[config.mk]
export PLATFORM = sky130hd
export DESIGN_NAME = vlcfg_unit
export DESIGN_NICKNAME = d
export VERILOG_FILES = /design/src/rtl/vlcfg_pkg.sv /design/src/rtl/vlcfg_decode.sv /design/src/rtl/vlcfg_len_calc.sv /design/src/rtl/vlcfg_state.sv /design/src/rtl/vlcfg_unit.sv
export SDC_FILE = /design/constraint.sdc
export NUM_CORES = 1
export LEC_CHECK = 0
export ABC_AREA = 1
export BUFFER_PORTS_ARGS = -buffer_cell sky130_fd_sc_hd__buf_2
export CAP_MARGIN = 10
export CORE_MARGIN = 4
export CORE_UTILIZATION = 32
export CTS_BUF_LIST = sky130_fd_sc_hd__clkbuf_4 sky130_fd_sc_hd__clkbuf_8 sky130_fd_sc_hd__clkbuf_16
export DETAILED_ROUTE_END_ITERATION = 7
export PLACE_DENSITY = 0.58
export SLEW_MARGIN = 20
export SYNTH_ARGS = -nofsm -noshare
export SYNTH_HDL_FRONTEND = slang
export SYNTH_HIERARCHICAL = 1
export SYNTH_SLANG_ARGS = --single-unit
[constraint.sdc]
create_clock -name clk -period 2.5 [get_ports clk]
set_input_delay 0.5 -clock clk [delete_from_list [all_inputs] [get_ports clk]]
set_output_delay 0.5 -clock clk [all_outputs]
set_load 0.05 [all_outputs]
[src/rtl/vlcfg_pkg.sv]
package vlcfg_pkg;

    localparam int FIELD_W   = 12;
    localparam int REG_IDX_W = 5;

    // Field layout; bit order is fixed by the instruction encoding.
    typedef struct packed {
        logic                 one_off;   // bit 11
        logic [REG_IDX_W-1:0] dest;      // bits 10:6
        logic [REG_IDX_W-1:0] arg;       // bits 5:1
        logic                 sub_sel;   // bit 0
    } vl_field_t;

    typedef enum logic [2:0] {
        MODE_KEEP,
        MODE_LOOP_IMM,
        MODE_LOOP_REG,
        MODE_ONEOFF,
        MODE_MAX_ONLY
    } vl_mode_e;

    typedef struct packed {
        vl_mode_e             mode;
        logic                 bad;
        logic [REG_IDX_W-1:0] dest;
        logic [REG_IDX_W-1:0] arg;
    } vl_dec_t;

    function automatic vl_mode_e classify(input vl_field_t f);
        vl_mode_e m;
        if (f == '0)
            m = MODE_KEEP;
        else begin
            unique case ({f.one_off, f.sub_sel})
                2'b00:   m = MODE_LOOP_IMM;
                2'b01:   m = MODE_LOOP_REG;
                2'b10:   m = MODE_ONEOFF;
                default: m = MODE_MAX_ONLY;
            endcase
        end
        return m;
    endfunction

endpackage

[src/rtl/vlcfg_decode.sv]
module vlcfg_decode
    import vlcfg_pkg::*;
(
    input  logic [FIELD_W-1:0]   field,
    input  logic                 opt_en,
    output vl_dec_t              dec,
    output logic [REG_IDX_W-1:0] rd_addr
);
    vl_field_t f;
    vl_mode_e  m;

    assign f = vl_field_t'(field);
    assign m = classify(f);

    always_comb begin
        dec.mode = m;
        dec.dest = f.dest;
        dec.arg  = f.arg;
        dec.bad  = ((m != MODE_KEEP) && !opt_en) ||
                   ((m == MODE_LOOP_REG) && (f.arg == '0));
    end

    assign rd_addr = f.arg;

endmodule

[src/rtl/vlcfg_len_calc.sv]
module vlcfg_len_calc
    import vlcfg_pkg::*;
#(
    parameter int XLEN  = 64,
    parameter int LEN_W = 7
) (
    input  vl_dec_t          dec,
    input  logic [XLEN-1:0]  rdata,
    input  logic [LEN_W-1:0] max_now,
    input  logic [LEN_W-1:0] cur_now,
    output logic [LEN_W-1:0] max_nxt,
    output logic [LEN_W-1:0] cur_nxt
);
    localparam logic [LEN_W-1:0] ONE = LEN_W'(1);

    logic [LEN_W-1:0] imm_len;
    logic [LEN_W-1:0] reg_len;

    assign imm_len = {{(LEN_W-REG_IDX_W){1'b0}}, dec.arg} + ONE;

    function automatic logic [LEN_W-1:0] min_of(input logic [LEN_W-1:0] a,
                                                input logic [LEN_W-1:0] b);
        return (a < b) ? a : b;
    endfunction

    generate
        if (XLEN > LEN_W) begin : g_wide
            logic [XLEN-1:0] max_ext;
            assign max_ext = {{(XLEN-LEN_W){1'b0}}, max_now};
            always_comb begin
                if (rdata == '0)
                    reg_len = ONE;
                else if (rdata > max_ext)
                    reg_len = max_now;
                else
                    reg_len = rdata[LEN_W-1:0];
            end
        end else begin : g_same
            always_comb begin
                if (rdata == '0)
                    reg_len = ONE;
                else
                    reg_len = min_of(rdata[LEN_W-1:0], max_now);
            end
        end
    endgenerate

    always_comb begin
        max_nxt = max_now;
        cur_nxt = cur_now;
        unique case (dec.mode)
            MODE_LOOP_IMM: cur_nxt = min_of(imm_len, max_now);
            MODE_LOOP_REG: cur_nxt = reg_len;
            MODE_ONEOFF: begin
                max_nxt = imm_len;
                cur_nxt = imm_len;
            end
            MODE_MAX_ONLY: begin
                max_nxt = imm_len;
                cur_nxt = min_of(cur_now, imm_len);
            end
            default: ;
        endcase
    end

endmodule

[src/rtl/vlcfg_state.sv]
module vlcfg_state
    import vlcfg_pkg::*;
#(
    parameter int LEN_W = 7
) (
    input  logic                 clk,
    input  logic                 rst,
    input  logic                 valid,
    input  vl_dec_t              dec,
    input  logic [LEN_W-1:0]     max_nxt,
    input  logic [LEN_W-1:0]     cur_nxt,
    output logic [LEN_W-1:0]     max_q,
    output logic [LEN_W-1:0]     cur_q,
    output logic                 wb_valid_q,
    output logic [REG_IDX_W-1:0] wb_idx_q,
    output logic [LEN_W-1:0]     wb_data_q,
    output logic                 illegal_q
);
    logic commit;
    logic send_wb;

    assign commit  = valid && !dec.bad && (dec.mode != MODE_KEEP);
    assign send_wb = commit && (dec.dest != '0);

    always_ff @(posedge clk) begin
        if (rst) begin
            max_q      <= LEN_W'(1);
            cur_q      <= LEN_W'(1);
            wb_valid_q <= 1'b0;
            wb_idx_q   <= '0;
            wb_data_q  <= '0;
            illegal_q  <= 1'b0;
        end else begin
            if (commit) begin
                max_q <= max_nxt;
                cur_q <= cur_nxt;
            end
            wb_valid_q <= send_wb;
            illegal_q  <= valid && dec.bad;
            if (send_wb) begin
                wb_idx_q  <= dec.dest;
                wb_data_q <= cur_nxt;
            end
        end
    end

    // ordering of the two lengths
    a_r11_len_bounds: assert property (@(posedge clk) disable iff (rst)
        (cur_q >= LEN_W'(1)) && (cur_q <= max_q));

    // zero field leaves everything alone
    a_r2_keep_stable: assert property (@(posedge clk) disable iff (rst)
        (valid && dec.mode == MODE_KEEP) |=> ($stable(max_q) && $stable(cur_q) && !wb_valid_q && !illegal_q));

    // illegal pulse means no state change at that edge
    a_r9_illegal_hold: assert property (@(posedge clk) disable iff (rst)
        illegal_q |-> (max_q == $past(max_q)) && (cur_q == $past(cur_q)));

    // loop mode keeps the maximum
    a_r3_loop_keeps_max: assert property (@(posedge clk) disable iff (rst)
        (valid && !dec.bad && (dec.mode == MODE_LOOP_IMM || dec.mode == MODE_LOOP_REG)) |=> $stable(max_q));

    // one-off setting makes both limits equal
    a_r6_oneoff_equal: assert property (@(posedge clk) disable iff (rst)
        (valid && !dec.bad && dec.mode == MODE_ONEOFF) |=> (max_q == cur_q));

    // max-only mode never raises the current length
    a_r7_no_growth: assert property (@(posedge clk) disable iff (rst)
        (valid && !dec.bad && dec.mode == MODE_MAX_ONLY) |=> (cur_q <= $past(cur_q)));

    // no write-back to x0, and write-back mirrors the stored length
    a_r8_wb_not_x0: assert property (@(posedge clk) disable iff (rst)
        wb_valid_q |-> (wb_idx_q != '0) && (wb_data_q == cur_q));

    // write-back and illegal are mutually exclusive
    a_r10_exclusive: assert property (@(posedge clk) disable iff (rst)
        !(wb_valid_q && illegal_q));

endmodule

[src/rtl/vlcfg_unit.sv]
module vlcfg_unit
    import vlcfg_pkg::*;
#(
    parameter int XLEN  = 64,
    parameter int LEN_W = 7
) (
    input  logic                 clk,
    input  logic                 rst,
    input  logic                 cfg_valid,
    input  logic [FIELD_W-1:0]   cfg_field,
    input  logic                 opt_en,
    output logic [REG_IDX_W-1:0] rs_idx,
    input  logic [XLEN-1:0]      rs_rdata,
    output logic [LEN_W-1:0]     max_len,
    output logic [LEN_W-1:0]     cur_len,
    output logic                 wb_valid,
    output logic [REG_IDX_W-1:0] wb_idx,
    output logic [LEN_W-1:0]     wb_data,
    output logic                 illegal
);
    vl_dec_t          dec;
    logic [LEN_W-1:0] max_nxt;
    logic [LEN_W-1:0] cur_nxt;

    vlcfg_decode u_decode (
        .field   (cfg_field),
        .opt_en  (opt_en),
        .dec     (dec),
        .rd_addr (rs_idx)
    );

    vlcfg_len_calc #(.XLEN(XLEN), .LEN_W(LEN_W)) u_calc (
        .dec     (dec),
        .rdata   (rs_rdata),
        .max_now (max_len),
        .cur_now (cur_len),
        .max_nxt (max_nxt),
        .cur_nxt (cur_nxt)
    );

    vlcfg_state #(.LEN_W(LEN_W)) u_state (
        .clk        (clk),
        .rst        (rst),
        .valid      (cfg_valid),
        .dec        (dec),
        .max_nxt    (max_nxt),
        .cur_nxt    (cur_nxt),
        .max_q      (max_len),
        .cur_q      (cur_len),
        .wb_valid_q (wb_valid),
        .wb_idx_q   (wb_idx),
        .wb_data_q  (wb_data),
        .illegal_q  (illegal)
    );

endmodule

==> results.sh, run 1 <==
export IMPL_track_usage_pct=16.6
export IMPL_clk_pin_slew_ns=0.10
export IMPL_grt_max_degree=25
export IMPL_cp_start_kind="input pin"
export IMPL_die_x_um=101
export IMPL_coreArea_sq_mm=0.00830
export IMPL_status="complete, no violations"
export IMPL_drtIter0Drc=73
export IMPL_ios=113
export IMPL_dr_pass1_iters=4
export IMPL_dieArea_sq_mm=0.0102
export IMPL_cts_buffers=3
export IMPL_cp_depth=15
export IMPL_finalHoldViolCount=0
export IMPL_leakagePower_nw=2.09
export IMPL_fin_setup_tns_ns=0
export IMPL_drt_wl_total_um=8630
export IMPL_synth_area_leader_cell="dfxtp_1"
export IMPL_fp_dieH_um=101
export IMPL_finalNetCount=692
export IMPL_routed_via_count=3165
export IMPL_h_tree_depth=1
export IMPL_drive_gt1_share_pct=36.8
export IMPL_synth_area_leaders="dfxtp_1, nand2_1, nor2_1"
export IMPL_area_growth_pct=37.5
export IMPL_detail_route_antenna_nets=0
export IMPL_antenna_cells=0
export IMPL_async_flop_share_pct=0
export IMPL_timing_worst_slew_pin_value_ns=0.397
export IMPL_crit_slowest_cell="ha_4"
export IMPL_yosys_register_bits=28
export IMPL_power_mw=1.70
export IMPL_cts_tree="built"
export IMPL_max_slew_margin_pct=73.5
export IMPL_whs_path_depth=3
export IMPL_max_stage_delay_ns=0.24
export IMPL_wl_per_cell_um=12.4
export IMPL_root_buffer="clkbuf_8"
export IMPL_fillers=924
export IMPL_grt_pass1_wl_um=13900
export IMPL_power_frac_clock_pct=21.2
export IMPL_start_util_pct=33.4
export IMPL_dp_hpwl_um=7450
export IMPL_switching_share_pct=41.3
export IMPL_hold_buffers=0
export IMPL_gp_congestion=0.920
export IMPL_clkLatencyLatePin_ns=0.28
export IMPL_cp_max_fo=8
export IMPL_ys_flop_type="dfxtp_1"
export IMPL_p_seq_share_pct=30.7
export IMPL_antenna_found_initial=0
export IMPL_worstPathCellList="buf_2, ha_4, nand3_4, xor2_4, inv_2, ha_4, a21oi_2, o21a_1, nand2_4, o21ai_0, a21oi_1, nor2_1, nand3_1, o21ai_1, nor2_1"
export IMPL_multi_input_area_sq_mm=0.00197
export IMPL_reg2reg_depth=15
export IMPL_numPortBuffers=112
export IMPL_postSynthNetCount=561
export IMPL_seq_area_frac_synth_pct=20.2
export IMPL_clock_fmax_ghz=0.428
export IMPL_std_cell_rows=33
export IMPL_synth_edff_count=0
export IMPL_cp_end_kind="flip-flop"
export IMPL_yosys_area_top_type_share_pct=20.2
export IMPL_peakVddDrop_v=0.000269
export IMPL_drcViolationCount=0
export IMPL_syn_inst=460
export IMPL_skew_ns=0.00473
export IMPL_crit_required_ns=2.68
export IMPL_syn_cell_area_sq_mm=0.00277
export IMPL_timing_final_crit_share_pct=93.5
export IMPL_combPwrFrac_pct=48.1
export IMPL_synth_cell_types=35
export IMPL_gr_total_overflow=0
export IMPL_grt_pass1_vias=3065
export IMPL_hold_path_class="in -> reg"
export IMPL_p_switching_mw=0.702
export IMPL_clkSinkCount=28
export IMPL_yosysWarnings=6
export IMPL_fin_crit_ns=2.34
export IMPL_critPathTopFamily="compound AO/OA/AOI/OAI gates"
export IMPL_crit_buf_inv=2
export IMPL_avgViaCountPerCell=4.55
export IMPL_maxCapViolCount=0
export IMPL_p_int_mw=0.997
export IMPL_synth_avg_cell_area_sq_um=6.02
export IMPL_maxSlewViolCount=0
export IMPL_clk_path_buf_depth=2
export IMPL_powerDensity_mw_per_mm2=446
export IMPL_crit_type="in -> reg"
export IMPL_setup_violations_final=0
export IMPL_cp_arrival_ns=2.52
export IMPL_whs_ns=0.445
export IMPL_seq_area_sq_um=561
[layout make-up]
cell class | instances | area share, %
multi-input cells | 346 | 51.8
flip-flops and latches | 28 | 14.7
clock buffers | 3 | 1.08
well taps | 105 | 3.45
repair buffers | 146 | 21.6
clock inverters | 1 | 0.788
inverters | 66 | 6.63
[sequential cells by signal, indices dropped and copies added, names as in the netlist]
signal              count
u_state/wb_idx_q        5
u_state/wb_valid_q      1
u_state/wb_data_q       7
u_state/illegal_q       1
u_state/max_q           7
u_state/cur_q           7
[metal layers]
metal,part of all wire [%],track usage (%),vias to the layer above
met1,42,19.8,1386
met4,0.30,1.74,0
met5,0,0,-
li1,-,-,1681
met2,50,31.4,96
met3,7.7,3.25,2
[placed cells by master, fill, tap and decap left out, drive strengths merged]
| cell | n |
|---|---|
| xor2 | 2 |
| bufinv | 1 |
| o21a | 1 |
| buf | 146 |
| nand4 | 4 |
| a21oi | 13 |
| o21bai | 3 |
| inv | 65 |
| dfxtp | 28 |
| nor3 | 4 |
| o21ai | 28 |
| a21boi | 1 |
| o211ai | 1 |
| nand3b | 5 |
| clkbuf | 3 |
| nand3 | 32 |
| clkinv | 1 |
| and3 | 1 |
| nor2 | 110 |
| and2 | 3 |
| nand2 | 117 |
| ha | 21 |
[through the flow]
stage / instances / utilization [%] / worst slack, ns / cell area, sq um
2_1_floorplan: 460 / - / -0.00305 / 2800
3_3_place_gp: 691 / 43.3 / -0.258 / 3600
3_5_place_dp: 691 / 43.3 / -0.293 / 3600
4_1_cts: 695 / 44.2 / 0.00882 / 3670
5_1_grt: 695 / 45.9 / -0.0332 / 3810
6_report: 695 / 45.9 / 0.161 / 3810
[final timing paths]
path                  startpoint              endpoint  slack [ns]
min                    cfg_valid     u_state/illegal_q        0.45
max reg2reg     u_state/max_q[2]  u_state/wb_data_q[3]        0.27
min reg2reg  u_state/wb_idx_q[3]   u_state/wb_idx_q[3]        0.47
max                 cfg_field[2]      u_state/cur_q[5]        0.16
[synthesized netlist by cell type, drive strengths merged (2+ instances only)]
master / n
a21oi: 13
and2: 3
buf: 20
dfxtp: 28
ha: 21
inv: 65
nand2: 117
nand3: 32
nand3b: 5
nand4: 4
nor2: 110
nor3: 4
o21ai: 28
o21bai: 3
xor2: 2
[cell families (layout without fill, tap and decap cells)]
family / count (synthesis) / in the layout / share of synthesized area (%)
buffers and inverters: 86 / 216 / 14.5
flip-flops: 28 / 28 / 20.2
adder cells (fa/ha/maj): 21 / 21 / 9.49
AO/OA/AOI/OAI: 47 / 47 / 9.85
AND/OR/NAND/NOR: 276 / 276 / 45.3
XOR/XNOR: 2 / 2 / 0.632
[power groups by stage]
stage / registers [mW] / clock network (mW) / logic [mW]
2_1_floorplan: 0.658 / 0 / 0.393
3_3_place_gp: 0.530 / 0 / 0.760
3_5_place_dp: 0.531 / 0 / 0.770
4_1_cts: 0.521 / 0.369 / 0.772
5_1_grt: 0.528 / 0.391 / 0.908
6_report: 0.521 / 0.360 / 0.818
[worst reg2reg max path: cells and delay by family (launching register included)]
kind            cells  cell delay (ns)
simple gates       10             0.95
flops               1             0.39
buf+inv             3             0.35
fa+ha+maj           1             0.31
compound gates      1             0.14
[repair_timing]
item                                    in CTS  in global routing
buffers inserted                             0                  0
endpoints found under the setup margin       0                 10
gates resized for setup                      0                 34
No activity file was read; power rests on OpenSTA's default activity.
==> inputs of run 2 (changes only) <==
--- a/config.mk
+++ b/config.mk
@@ -6,6 +6,7 @@
 export NUM_CORES = 1
 export LEC_CHECK = 0
 export ABC_AREA = 1
+export ABC_CLOCK_PERIOD_IN_PS = 2500
 export BUFFER_PORTS_ARGS = -buffer_cell sky130_fd_sc_hd__buf_2
 export CAP_MARGIN = 10
 export CORE_MARGIN = 4
@@ -13,6 +14,7 @@
 export CTS_BUF_LIST = sky130_fd_sc_hd__clkbuf_4 sky130_fd_sc_hd__clkbuf_8 sky130_fd_sc_hd__clkbuf_16
 export DETAILED_ROUTE_END_ITERATION = 7
 export PLACE_DENSITY = 0.58
+export SETUP_SLACK_MARGIN = 0.2
 export SLEW_MARGIN = 20
 export SYNTH_ARGS = -nofsm -noshare
 export SYNTH_HDL_FRONTEND = slang
==> run 2 against run 1 <==
Net effect: non-clock buffer count rose by 8; hold slack gained 0.013 ns; count of clock-buffer cells in the layout unchanged; clock skew is 0.0024 ns lower; critical endpoint is now u_state/wb_data_q[3]; largest cell class unchanged; largest power group unchanged.
==> results.sh, run 2 (synthesis results as in run 1) <==
export IMPL_cp_max_fo=5
export IMPL_cpMostUsedCell="o21ai_1"
export IMPL_whs_ns=0.458
export IMPL_grt_max_degree=25
export IMPL_root_buffer="clkbuf_8"
export IMPL_area_growth_pct=44.5
export IMPL_crit_buf_inv=4
export IMPL_skew_ns=0.00234
export IMPL_start_util_pct=33.4
export IMPL_fp_dieH_um=101
export IMPL_setup_violations_final=0
export IMPL_peakVddDrop_v=0.000236
export IMPL_gp_congestion=0.896
export IMPL_mostFrequentLayoutCell="buf_2"
export IMPL_switching_share_pct=43.4
export IMPL_final_cell_mix="buf_2, nand2_1, nor2_1"
export IMPL_drive_gt1_share_pct=40.6
export IMPL_crit_required_ns=2.67
export IMPL_dpl_worst_slack_ns=-0.287
export IMPL_coreArea_sq_mm=0.00830
export IMPL_std_cell_rows=33
export IMPL_wl_per_cell_um=12.4
export IMPL_cts_buffers=3
export IMPL_clk_pin_slew_ns=0.09
export IMPL_clkLatencyLatePin_ns=0.27
export IMPL_routed_via_count=3239
export IMPL_numPortBuffers=112
export IMPL_crit_slowest_cell="ha_4"
export IMPL_cp_arrival_ns=2.56
export IMPL_fin_crit_ns=2.38
export IMPL_status="complete, no violations"
export IMPL_die_x_um=101
export IMPL_clk_path_buf_depth=2
export IMPL_maxCapViolCount=0
export IMPL_grt_pass1_wl_um=14400
export IMPL_drt_wl_total_um=8690
export IMPL_max_stage_delay_ns=0.22
export IMPL_powerDensity_mw_per_mm2=410
export IMPL_clkSinkCount=28
export IMPL_drcViolationCount=0
export IMPL_antenna_cells=0
export IMPL_h_tree_depth=1
export IMPL_cts_tree="built"
export IMPL_hold_path_class="in -> reg"
export IMPL_maxSlewViolCount=0
export IMPL_cp_start_kind="input pin"
export IMPL_p_int_mw=0.929
export IMPL_fin_ws_ns=0.117
export IMPL_detail_route_antenna_nets=0
export IMPL_dieArea_sq_mm=0.0102
export IMPL_dr_pass1_iters=4
export IMPL_leakagePower_nw=2.17
export IMPL_grt_pass1_vias=3248
export IMPL_combPwrFrac_pct=53.4
export IMPL_finalNetCount=701
export IMPL_p_switching_mw=0.712
export IMPL_avgViaCountPerCell=4.61
export IMPL_grt_setup_unrepaired="true"
export IMPL_drtIter0Drc=114
export IMPL_max_slew_margin_pct=70.2
export IMPL_gr_total_overflow=0
export IMPL_ios=113
export IMPL_power_frac_clock_pct=14.8
export IMPL_worstPathCellList="buf_8, ha_4, buf_12, xor2_4, inv_2, ha_4, a21oi_2, o21ai_1, nand2_1, nand2_2, inv_4, o21ai_4, nand2_1, o21ai_1, nor2_1, nand3_1, nand3b_1, o21ai_1, nor2_1"
export IMPL_crit_type="in -> reg"
export IMPL_timing_final_crit_share_pct=95.3
export IMPL_top_regs="u_state/cur_q: 7 flops, u_state/max_q: 7 flops, u_state/wb_data_q: 7 flops"
export IMPL_dp_hpwl_um=7440
export IMPL_final_core_util_pct=48.2
export IMPL_cp_end_kind="flip-flop"
export IMPL_critPathTopFamily="simple AND/OR/NAND/NOR gates"
export IMPL_finalHoldViolCount=0
export IMPL_p_seq_share_pct=31.8
export IMPL_timing_worst_slew_pin_value_ns=0.443
export IMPL_antenna_found_initial=0
export IMPL_track_usage_pct=17.2
export IMPL_clock_fmax_ghz=0.420
export IMPL_fin_setup_tns_ns=0
[run 2: layout make-up]
class | instances | area, sq um
flip-flops and latches | 28 | 566
repair buffers | 154 | 938
clock buffers | 3 | 41.3
fillers | 868 | 4300
well taps | 105 | 131
multi-input cells | 347 | 2080
inverters | 66 | 250
[run 2: worst paths after layout]
check	from	endpoint	slack (ns)	cells after the start
max	cfg_field[1]	u_state/wb_data_q[3]	0.12	19
min reg2reg	u_state/wb_idx_q[2]	u_state/wb_idx_q[2]	0.47	2
min	cfg_valid	u_state/illegal_q	0.46	3
max reg2reg	u_state/max_q[6]	u_state/wb_data_q[6]	0.30	14
[run 2: stage by stage]
| stage | cell area (sq um) | instances | total power [mW] |
|---|---|---|---|
| floorplan | 2860 | 460 | 1.07 |
| global placement | 3660 | 691 | 1.31 |
| detailed placement | 3660 | 691 | 1.32 |
| CTS | 3880 | 698 | 1.62 |
| global route | 4000 | 703 | 1.77 |
| finish | 4000 | 703 | 1.64 |
[run 2: layer usage]
layer | part of all wire [%] | GRT usage (%) | up-vias
li1 | - | - | 1700
met1 | 42 | 21.3 | 1430
met2 | 49 | 31.0 | 97
met3 | 7.0 | 3.11 | 12
met4 | 1.4 | 3.17 | 0
met5 | 0 | 0 | -
[run 2: worst reg2reg max path, cell delays in order, from the launching register on]
cell and delay (ns):
dfxtp_2 0.36, inv_2 0.08, ha_1 0.27, inv_1 0.03, nor2_1 0.11, nand3_1 0.11, nor2_1 0.10, nand2_1 0.07
nand2_2 0.10, nand2_4 0.08, o211ai_1 0.29, nand2_1 0.08, nand3b_1 0.19, o21ai_0 0.18, nor2_1 0.06
[run 2: power groups by stage]
stage,clock network (mW),registers (mW),logic (mW)
after floorplan,0,0.658,0.407
after global placement,0,0.530,0.776
after detailed placement,0,0.532,0.787
after CTS,0.255,0.523,0.838
after global routing,0.271,0.529,0.968
final,0.243,0.522,0.876
[run 2: timing repair]
action | CTS | global route
hold buffers | 0 | 0
pin swaps | 17 | 18
cloned | 0 | 1
setup buffers | 4 | 4
resized for setup | 31 | 30
setup endpoints to repair | 9 | 24
